`src/rtl/buck_seq_pkg.sv`:
```
package buck_seq_pkg;

    typedef enum logic [2:0] {
        PH_IDLE    = 3'd0,
        PH_DEAD_HI = 3'd1,
        PH_HIGH    = 3'd2,
        PH_DEAD_LO = 3'd3,
        PH_LOW     = 3'd4
    } phase_e;

endpackage

```
`src/rtl/buck_phase_fsm.sv`:
```
module buck_phase_fsm
    import buck_seq_pkg::*;
#(
    parameter int DT_W   = 4,
    parameter int MAX_ON = 316
) (
    input  logic            clk,
    input  logic            rst_n,
    input  logic            en,
    input  logic            force_low,
    input  logic            sw_tick,
    input  logic            skip_mode,
    input  logic            out_high,
    input  logic            pk_trip,
    input  logic            ilim_trip,
    input  logic            zero_cur,
    input  logic [DT_W-1:0] dead_cyc,
    output logic            hs_q_o,
    output logic            ls_q_o
);
    localparam int ON_W  = $clog2(MAX_ON + 1);
    localparam int CNT_W = (ON_W > DT_W) ? ON_W : DT_W;
    localparam logic [CNT_W-1:0] ON_LAST = CNT_W'(MAX_ON - 1);

    typedef struct packed {
        phase_e           ph;
        logic [CNT_W-1:0] cnt;
        logic             hs;
        logic             ls;
    } fsm_t;

    fsm_t r_d, r_q;

    logic [DT_W-1:0]  dt_eff;
    logic [CNT_W-1:0] dt_last;

    always_comb begin
        dt_eff  = (dead_cyc == '0) ? DT_W'(1) : dead_cyc;
        dt_last = CNT_W'(dt_eff) - CNT_W'(1);

        r_d     = r_q;
        r_d.cnt = r_q.cnt + CNT_W'(1);

        if (!en || force_low) begin
            r_d.ph  = PH_IDLE;
            r_d.cnt = '0;
        end else if (sw_tick) begin
            r_d.cnt = '0;
            if (skip_mode && out_high) begin
                r_d.ph = PH_IDLE;
            end else begin
                r_d.ph = PH_DEAD_HI;
            end
        end else begin
            case (r_q.ph)
                PH_DEAD_HI: begin
                    if (ilim_trip) begin
                        r_d.ph  = PH_IDLE;
                        r_d.cnt = '0;
                    end else if (r_q.cnt == dt_last) begin
                        r_d.ph  = PH_HIGH;
                        r_d.cnt = '0;
                    end
                end
                PH_HIGH: begin
                    if (ilim_trip || pk_trip || (r_q.cnt == ON_LAST)) begin
                        r_d.ph  = PH_DEAD_LO;
                        r_d.cnt = '0;
                    end
                end
                PH_DEAD_LO: begin
                    if (r_q.cnt == dt_last) begin
                        r_d.ph  = zero_cur ? PH_IDLE : PH_LOW;
                        r_d.cnt = '0;
                    end
                end
                PH_LOW: begin
                    r_d.cnt = r_q.cnt;
                    if (zero_cur) begin
                        r_d.ph = PH_IDLE;
                    end
                end
                default: begin
                    r_d.ph  = PH_IDLE;
                    r_d.cnt = r_q.cnt;
                end
            endcase
        end

        r_d.hs = (r_d.ph == PH_HIGH) && !force_low;
        r_d.ls = (r_d.ph == PH_LOW) || force_low;
    end

    always_ff @(posedge clk or negedge rst_n) begin
        if (!rst_n) begin
            r_q <= '{ph: PH_IDLE, cnt: '0, hs: 1'b0, ls: 1'b0};
        end else begin
            r_q <= r_d;
        end
    end

    assign hs_q_o = r_q.hs;
    assign ls_q_o = r_q.ls;

endmodule

```
`src/rtl/buck_softstart.sv`:
```
module buck_softstart #(
    parameter int SS_W   = 8,
    parameter int SS_DIV = 5
) (
    input  logic            clk,
    input  logic            rst_n,
    input  logic            en,
    input  logic            sw_tick,
    output logic [SS_W-1:0] code_o
);
    localparam int TCNT_W = (SS_DIV > 1) ? $clog2(SS_DIV) : 1;
    localparam logic [TCNT_W-1:0] TCNT_LAST = TCNT_W'(SS_DIV - 1);
    localparam logic [SS_W-1:0]   CODE_TOP  = '1;

    typedef struct packed {
        logic [TCNT_W-1:0] tcnt;
        logic [SS_W-1:0]   code;
    } ss_t;

    ss_t s_d, s_q;

    always_comb begin
        s_d = s_q;
        if (!en) begin
            s_d.tcnt = '0;
            s_d.code = '0;
        end else if (sw_tick) begin
            if (s_q.tcnt == TCNT_LAST) begin
                s_d.tcnt = '0;
                if (s_q.code != CODE_TOP) begin
                    s_d.code = s_q.code + SS_W'(1);
                end
            end else begin
                s_d.tcnt = s_q.tcnt + TCNT_W'(1);
            end
        end
    end

    always_ff @(posedge clk or negedge rst_n) begin
        if (!rst_n) begin
            s_q <= '{tcnt: '0, code: '0};
        end else begin
            s_q <= s_d;
        end
    end

    assign code_o = s_q.code;

endmodule

```
`src/rtl/buck_gate_seq.sv`:
```
module buck_gate_seq #(
    parameter int DT_W   = 4,
    parameter int MAX_ON = 316,
    parameter int SS_W   = 8,
    parameter int SS_DIV = 5
) (
    input  logic            clk,
    input  logic            rst_n,
    input  logic            en,
    input  logic            force_low,
    input  logic            sw_tick,
    input  logic            skip_mode,
    input  logic            out_high,
    input  logic            pk_trip,
    input  logic            ilim_trip,
    input  logic            zero_cur,
    input  logic [DT_W-1:0] dead_cyc,
    output logic            hs_on,
    output logic            ls_on,
    output logic [SS_W-1:0] ss_code
);
    logic hs_q;
    logic ls_q;

    buck_phase_fsm #(
        .DT_W   (DT_W),
        .MAX_ON (MAX_ON)
    ) u_fsm (
        .clk       (clk),
        .rst_n     (rst_n),
        .en        (en),
        .force_low (force_low),
        .sw_tick   (sw_tick),
        .skip_mode (skip_mode),
        .out_high  (out_high),
        .pk_trip   (pk_trip),
        .ilim_trip (ilim_trip),
        .zero_cur  (zero_cur),
        .dead_cyc  (dead_cyc),
        .hs_q_o    (hs_q),
        .ls_q_o    (ls_q)
    );

    buck_softstart #(
        .SS_W   (SS_W),
        .SS_DIV (SS_DIV)
    ) u_ss (
        .clk     (clk),
        .rst_n   (rst_n),
        .en      (en),
        .sw_tick (sw_tick),
        .code_o  (ss_code)
    );

    // current limit cuts the high side without waiting for an edge
    assign hs_on = hs_q && !ilim_trip;
    assign ls_on = ls_q;

endmodule

```
`config.mk`:
```
export PLATFORM = sky130hd
export DESIGN_NAME = buck_gate_seq
export DESIGN_NICKNAME = d
export VERILOG_FILES = /design/src/rtl/buck_seq_pkg.sv /design/src/rtl/buck_phase_fsm.sv /design/src/rtl/buck_softstart.sv /design/src/rtl/buck_gate_seq.sv
export SDC_FILE = /design/constraint.sdc
export NUM_CORES = 1
export LEC_CHECK = 0
export ABC_AREA = 1
export BUFFER_PORTS_ARGS = -buffer_cell sky130_fd_sc_hd__buf_4
export CAP_MARGIN = 20
export CORE_ASPECT_RATIO = 1.4
export CORE_UTILIZATION = 50
export CTS_CLUSTER_DIAMETER = 80
export CTS_CLUSTER_SIZE = 40
export DETAILED_ROUTE_END_ITERATION = 7
export PLACE_DENSITY = 0.71
export SETUP_SLACK_MARGIN = 0.5
export SLEW_MARGIN = 40
export SYNTH_ARGS = -nofsm -noshare
export SYNTH_HDL_FRONTEND = slang
export SYNTH_SLANG_ARGS = --single-unit
```
`constraint.sdc`:
```
create_clock -name clk -period 4.3 [get_ports clk]
set_clock_uncertainty 0.05 [all_clocks]
set_input_delay 0.86 -clock clk [delete_from_list [all_inputs] [get_ports clk]]
set_output_delay 0.86 -clock clk [all_outputs]
set_load 0.02 [all_outputs]
```
Yosys cells after proc, flatten, opt, wreduce, memory -nomap -nowiden
Index checks and enable logic that the tools add are counted.
{"block": "totals", "regBits": 25, "latch_bits": 0, "ram_bits": 0, "rom_bits": 0, "out_inout_bits": 10, "elab_cells": 54, "mem_count": 0}
{"block": "op_classes", "n_addsub": 4, "n_mul": 0, "div_mod_pow": 0, "order_cmp": 0, "n_eq_ne": 14, "shifts": 0, "n_mux": 16, "n_bitwise": 0, "n_reduce_logical": 14}
{"cell": "$mux W12", "n": 6}
{"cell": "$pmux W12 S4", "n": 1}
{"cell": "$mux W11", "n": 2}
{"cell": "$mux W8", "n": 2}
{"cell": "$add A9 B1 Y9 const B", "n": 1}
{"cell": "$eq A3 B2 Y1 const B", "n": 3}
{"cell": "$eq A3 B3 Y1 const B", "n": 3}
{"cell": "$eq A9 B9 Y1", "n": 1}
{"cell": "$eq A9 B9 Y1 const B", "n": 1}
{"cell": "$mux W3", "n": 3}
{"cell": "$add A8 B1 Y8 const B", "n": 1}
{"cell": "$ne A8 B8 Y1 const B", "n": 1}
{"cell": "$ne A2 B1 Y1 const B", "n": 3}
{"cell": "$reduce_bool A5 Y1", "n": 1}
{"cell": "$sub A4 B1 Y5 const B", "n": 1}
{"cell": "$logic_not A4 Y1", "n": 1}
{"cell": "$logic_or A1 B1 Y1", "n": 4}
{"cell": "$mux W4", "n": 1}
{"cell": "$add A3 B1 Y3 const B", "n": 1}
{"cell": "$eq A3 B1 Y1 const B", "n": 1}
{"cell": "$logic_and A1 B1 Y1", "n": 3}
{"cell": "$logic_not A1 Y1", "n": 3}
{"cell": "$ne A3 B2 Y1 const B", "n": 1}
{"cell": "$reduce_and A3 Y1", "n": 1}
{"cell": "2 further kinds", "n": 2}

Depth between registers and ports, before layout
{"block": "depth", "word_depth": 11, "mapped_depth": 17, "mapped_depth_nobuf": 17}

By module
Synthesis repeated with hierarchy kept, for this count alone.
{"block": "hier_totals", "cells_unflattened": 252, "hier_area_um2": 1752.9}
{"mod": "buck_phase_fsm", "n_inst": 1, "cells_each": 155, "area_each_um2": 992.2, "seq_area_each_um2": 350.3}
{"mod": "buck_softstart", "n_inst": 1, "cells_each": 95, "area_each_um2": 750.7, "seq_area_each_um2": 275.3}
{"mod": "buck_gate_seq", "n_inst": 1, "cells_each": 2, "area_each_um2": 10.0, "seq_area_each_um2": 0.0}

Worst setup path before layout
OpenSTA, ideal clock, no wires.
{"block": "synth_path", "path_type": "input-to-reg", "startpoint": "in dead_cyc[1]", "endpoint": "reg u_fsm.r_q[10] (netlist name)", "setup_ns": 0.117, "arrival_ns": 2.184, "required_time_ns": 4.133, "setup_slack_ns": 1.948, "path_stages": 15, "cell_sequence": "nor2_1 > nand2_1 > nand2_1 > inv_1 > ha_1 > nand2_1 > nand3_1 > nor2_1 > nand2_1 > nor2_1 > nand2_1 > nand2_1 > o21ai_2 > nand3_1 > nand2_1"}
{"block": "synth_via", "elab_chain_cells": 9, "word_cells_on_any_way": 10, "classes_between": "1 x add/sub; 1 x eq/ne; 7 x mux; 1 x reduce/logical"}
{"item": "start: declaration", "line": "buck_gate_seq.sv:17", "source": "input logic [DT_W-1:0] dead_cyc,"}
{"item": "$logic_not A4 Y1", "line": "buck_phase_fsm.sv:38", "source": "dt_eff = (dead_cyc == '0) ? DT_W'(1) : dead_cyc;"}
{"item": "$mux W4 *", "line": "buck_phase_fsm.sv:38"}
{"item": "$sub A4 B1 Y5 *", "line": "buck_phase_fsm.sv:39", "source": "dt_last = CNT_W'(dt_eff) - CNT_W'(1);"}
{"item": "$eq A9 B9 Y1 *", "line": "buck_phase_fsm.sv:60, buck_phase_fsm.sv:72"}
{"item": "$mux W12", "line": "buck_phase_fsm.sv:60", "source": "end else if (r_q.cnt == dt_last) begin"}
{"item": "$mux W12", "line": "buck_phase_fsm.sv:57", "source": "if (ilim_trip) begin"}
{"item": "$pmux W12 S4 *", "line": "buck_phase_fsm.sv:55", "source": "case (r_q.ph)"}
{"item": "$mux W12 *", "line": "buck_phase_fsm.sv:47", "source": "end else if (sw_tick) begin"}
{"item": "$mux W12 *", "line": "buck_phase_fsm.sv:44", "source": "if (!en || force_low) begin"}
{"item": "end signal: assignment", "line": "buck_phase_fsm.sv:96", "source": "r_q <= '{ph: PH_IDLE, cnt: '0, hs: 1'b0, ls: 1'b0};"}
{"item": "end signal: assignment", "line": "buck_phase_fsm.sv:98", "source": "r_q <= r_d;"}
{"item": "end: declaration", "line": "buck_phase_fsm.sv:32", "source": "fsm_t r_d, r_q;"}
Mark *: on every way between the ends. The rest lies on a longest branch, timed or not.
A chain may end at the register's enable or synchronous reset.

Worst setup path after layout
{"block": "layout_path", "startpoint": "in dead_cyc[1]", "endpoint": "reg u_fsm.r_q[6] (netlist name)"}
The elaborated chain is that of the path after synthesis.

==> flow_summary_export.csv <==
group,metric,value,unit
route,remaining_drc_errors,0,
global_route,grt_start_max_net_pins,26,
finish,drive_above_1_share,0.1566,
route,drt_first_iter_violations,42,
clocking,cts_resized,0,
sta,worst_slack,1.961,ns
worst_setup_path,critPathTopFamily,"simple AND/OR/NAND/NOR gates",
yosys,syn_area,1687,um2
sta,finalSetupTns,0,ns
sta,max_clock_freq,427.6,MHz
route,dr.pass1.iters,4,
die,coreArea,3153,um2
place,place_area,1798,um2
finish,diodes,0,
finish,num-nets-final,269,
clocking,root_buffer,"clkbuf_8",
status,status,"finished clean",
worst_setup_path,crit_path_end,"u_fsm.r_q[6]",
route,viasPerCell,4.990,
die,die_h,70.72,um
yosys,yosysUniqueCellTypes,30,
die,rows,24,
sta,hold_viol,0,
worst_setup_path,criticalPathCategory,"input port to flip-flop",
global_route,grt_pass1_wl,5423,um
worst_setup_path,cp_max_fo,9,
worst_setup_path,cp_slowest_cell,"ha_1",
worst_setup_path,critPathLaunchType,"input port",
sta,setup_viol,0,
clocking,cts_buffer_depth,2,
clocking,cts.reportedPaths.clkPinSlew,0.09,ns
place,dpl.hpwl,2440,um
worst_setup_path,reg2reg_to,"u_fsm.r_q[6]",
worst_setup_path,r2r_slack,2.55,ns
min_path,hp-class,"input port to async pin",
power,ir_drop,0.1466,mV
yosys,synthTopCellsByCount,"nand2_1 (66), inv_1 (33), nand3_1 (26), dfrtp_1 (25), nor2_1 (21)",
power,p_leak,0.9664,nW
die,die_area,3613,um2
yosys,synth-seq-area-share,0.3709,
power,p_per_area,247.8,nW/um2
sta,fin_crit_sh,0.5439,
yosys,synth-edff-count,0,
finish,syn_to_final_growth,9.347,%
route,via_count,1437,
route,routed_wirelength,3066,um
route,wl_per_cell,10.65,um
die,die_w,51.09,um
sta,worst_slew_pin_slew,0.5914,ns
yosys,yosysWarnings,0,
sta,fin_crit,2.339,ns
die,start_util,0.5349,
worst_setup_path,r2r_start,"u_fsm.r_q[11]",
yosys,syn_inst,235,
run,drv_cap,0,
clocking,clkLatencyLatePin,0.26,ns
yosys,synth_top_area_frac,0.3709,
worst_setup_path,path_cells,"buf_4 -> nor2_1 -> nand2_1 -> nand2_1 -> inv_1 -> ha_1 -> nand2_1 -> nand3_1 -> nor2_1 -> nand2_1 -> nor2_1 -> nand2_1 -> nand2_1 -> o21ai_2 -> nand3_1 -> nand2_1",
finish,final_area,1844,um2
sta,slew_headroom,0.6053,
yosys,synth_ff_type,"dfrtp_1",
yosys,synth.largest_area_cell,"dfrtp_1",
finish,final_cells,288,
yosys,ys_top_cells_by_area,"dfrtp_1 (37%), nand2_1 (15%), nand3_1 (7.7%)",
worst_setup_path,cp-startpoint,"dead_cyc[1]",
yosys,async_flop_share,1.000,
route,drtAntennaViolNets,0,
global_route,grt_usage,0.1956,
place,dp_slack,1.664,ns
worst_setup_path,required,4.41,ns
yosys,syn_nets,254,
worst_setup_path,cp_num_buf_inv,2,
place,dp.cells,284,
worst_setup_path,crit_cells,16,
sta,rsz0062_at_grt,"false",
clocking,cts_hold_buf,0,
global_route,antenna_found_initial,0,
yosys,yosysMostFrequentCell,"nand2_1",
global_route,grt_overflow,0,
clocking,postCtsSetupBuffers,0,
clocking,cts.sinks,25,
finish,postLayoutCoreUtil,0.5849,
worst_setup_path,slowest_delay,0.30,ns
clocking,cts_tree,"built",
worst_setup_path,cp_common_cell,"nand2_1",
global_route,first_global_vias,1335,
place,io_buffers,23,
worst_setup_path,end_kind,"flip-flop",
clocking,htree_levels,1,
clocking,numCtsBuffers,3,
worst_setup_path,rr_worst_depth,5,
worst_setup_path,worstPathArrival,2.45,ns
sta,slew_viol_final,0,
yosys,syn-mean-instance-area,7.177,um2
place,place.gp.congestion,0.8641,
yosys,ys_ff_latch,25,
die,pin_count,24,
[registers in the layout, indices dropped and copies added, names as in the netlist]
name,flops
u_fsm.r_q,12
u_ss.code_o,8
u_fsm.hs_q_o,1
u_ss.s_q,3
u_fsm.ls_q_o,1
[where the power goes]
part / internal (mW) / switching, mW
registers: 0.242 / 0.00670
logic: 0.0288 / 0.0421
clock network: 0.0647 / 0.0728
[layout by cell type, fill, tap and decap left out, types with 2 or more instances in the layout]
cell type and instances:
a21oi_1 6, buf_4 23, clkbuf_8 3, dfrtp_1 25, ha_1 5, inv_1 33, nand2_1 66, nand2_2 3
nand3_1 26, nor2_1 21, nor3_1 7, nor3_2 2, o21ai_0 7, xor2_1 6
[layer usage]
layer  wire [um]  track usage  vias to the layer above  part of all wire
met5           0            0                        -                 0
met1        1320       0.2190                      660              0.43
met3          61      0.01935                        2             0.020
met2        1653       0.3611                       16              0.54
met4          31      0.08642                        0             0.010
li1            -            -                      759                 -
[per-stage QoR]
| stage | hold slack (ns) | total power, mW |
|---|---|---|
| floorplan | 0.3991 | 0.3040 |
| global placement | 0.4136 | 0.3246 |
| detailed placement | 0.4358 | 0.3256 |
| CTS | 0.4385 | 0.4647 |
| global route | 0.4565 | 0.4834 |
| finish | 0.4349 | 0.4571 |
[worst min-delay path by stage]
stage / from / to / slack (ns) / depth (start not counted)
after global routing: rst_n / u_fsm.r_q[9] / 0.46 / 1
after CTS: rst_n / u_ss.code_o[5] / 0.44 / 1
after floorplan: u_fsm.r_q[10] / u_fsm.r_q[10] / 0.40 / 2
after detailed placement: u_fsm.r_q[10] / u_fsm.r_q[10] / 0.44 / 2
final: rst_n / u_fsm.r_q[9] / 0.43 / 1
after global placement: u_fsm.r_q[10] / u_fsm.r_q[10] / 0.41 / 2
[cell families after synthesis]
group	count (synthesis)	share of synthesized area
AND/OR/NAND/NOR	132	0.3524
buffers and inverters	48	0.1447
flip-flops	25	0.3709
AO/OA/AOI/OAI	18	0.05861
XOR/XNOR	7	0.03635
adder cells (fa/ha/maj)	5	0.03709
[layout make-up]
class,instances,area [um2]
Tap cell,39,48.80
Inverter,35,133.9
Timing Repair Buffer,23,172.7
Sequential cell,25,625.6
Multi-Input combinational cell,162,817.0
Clock inverter,1,5.005
Fill cell,312,1309
Clock buffer,3,41.29
No activity file was read; power rests on OpenSTA's default activity.
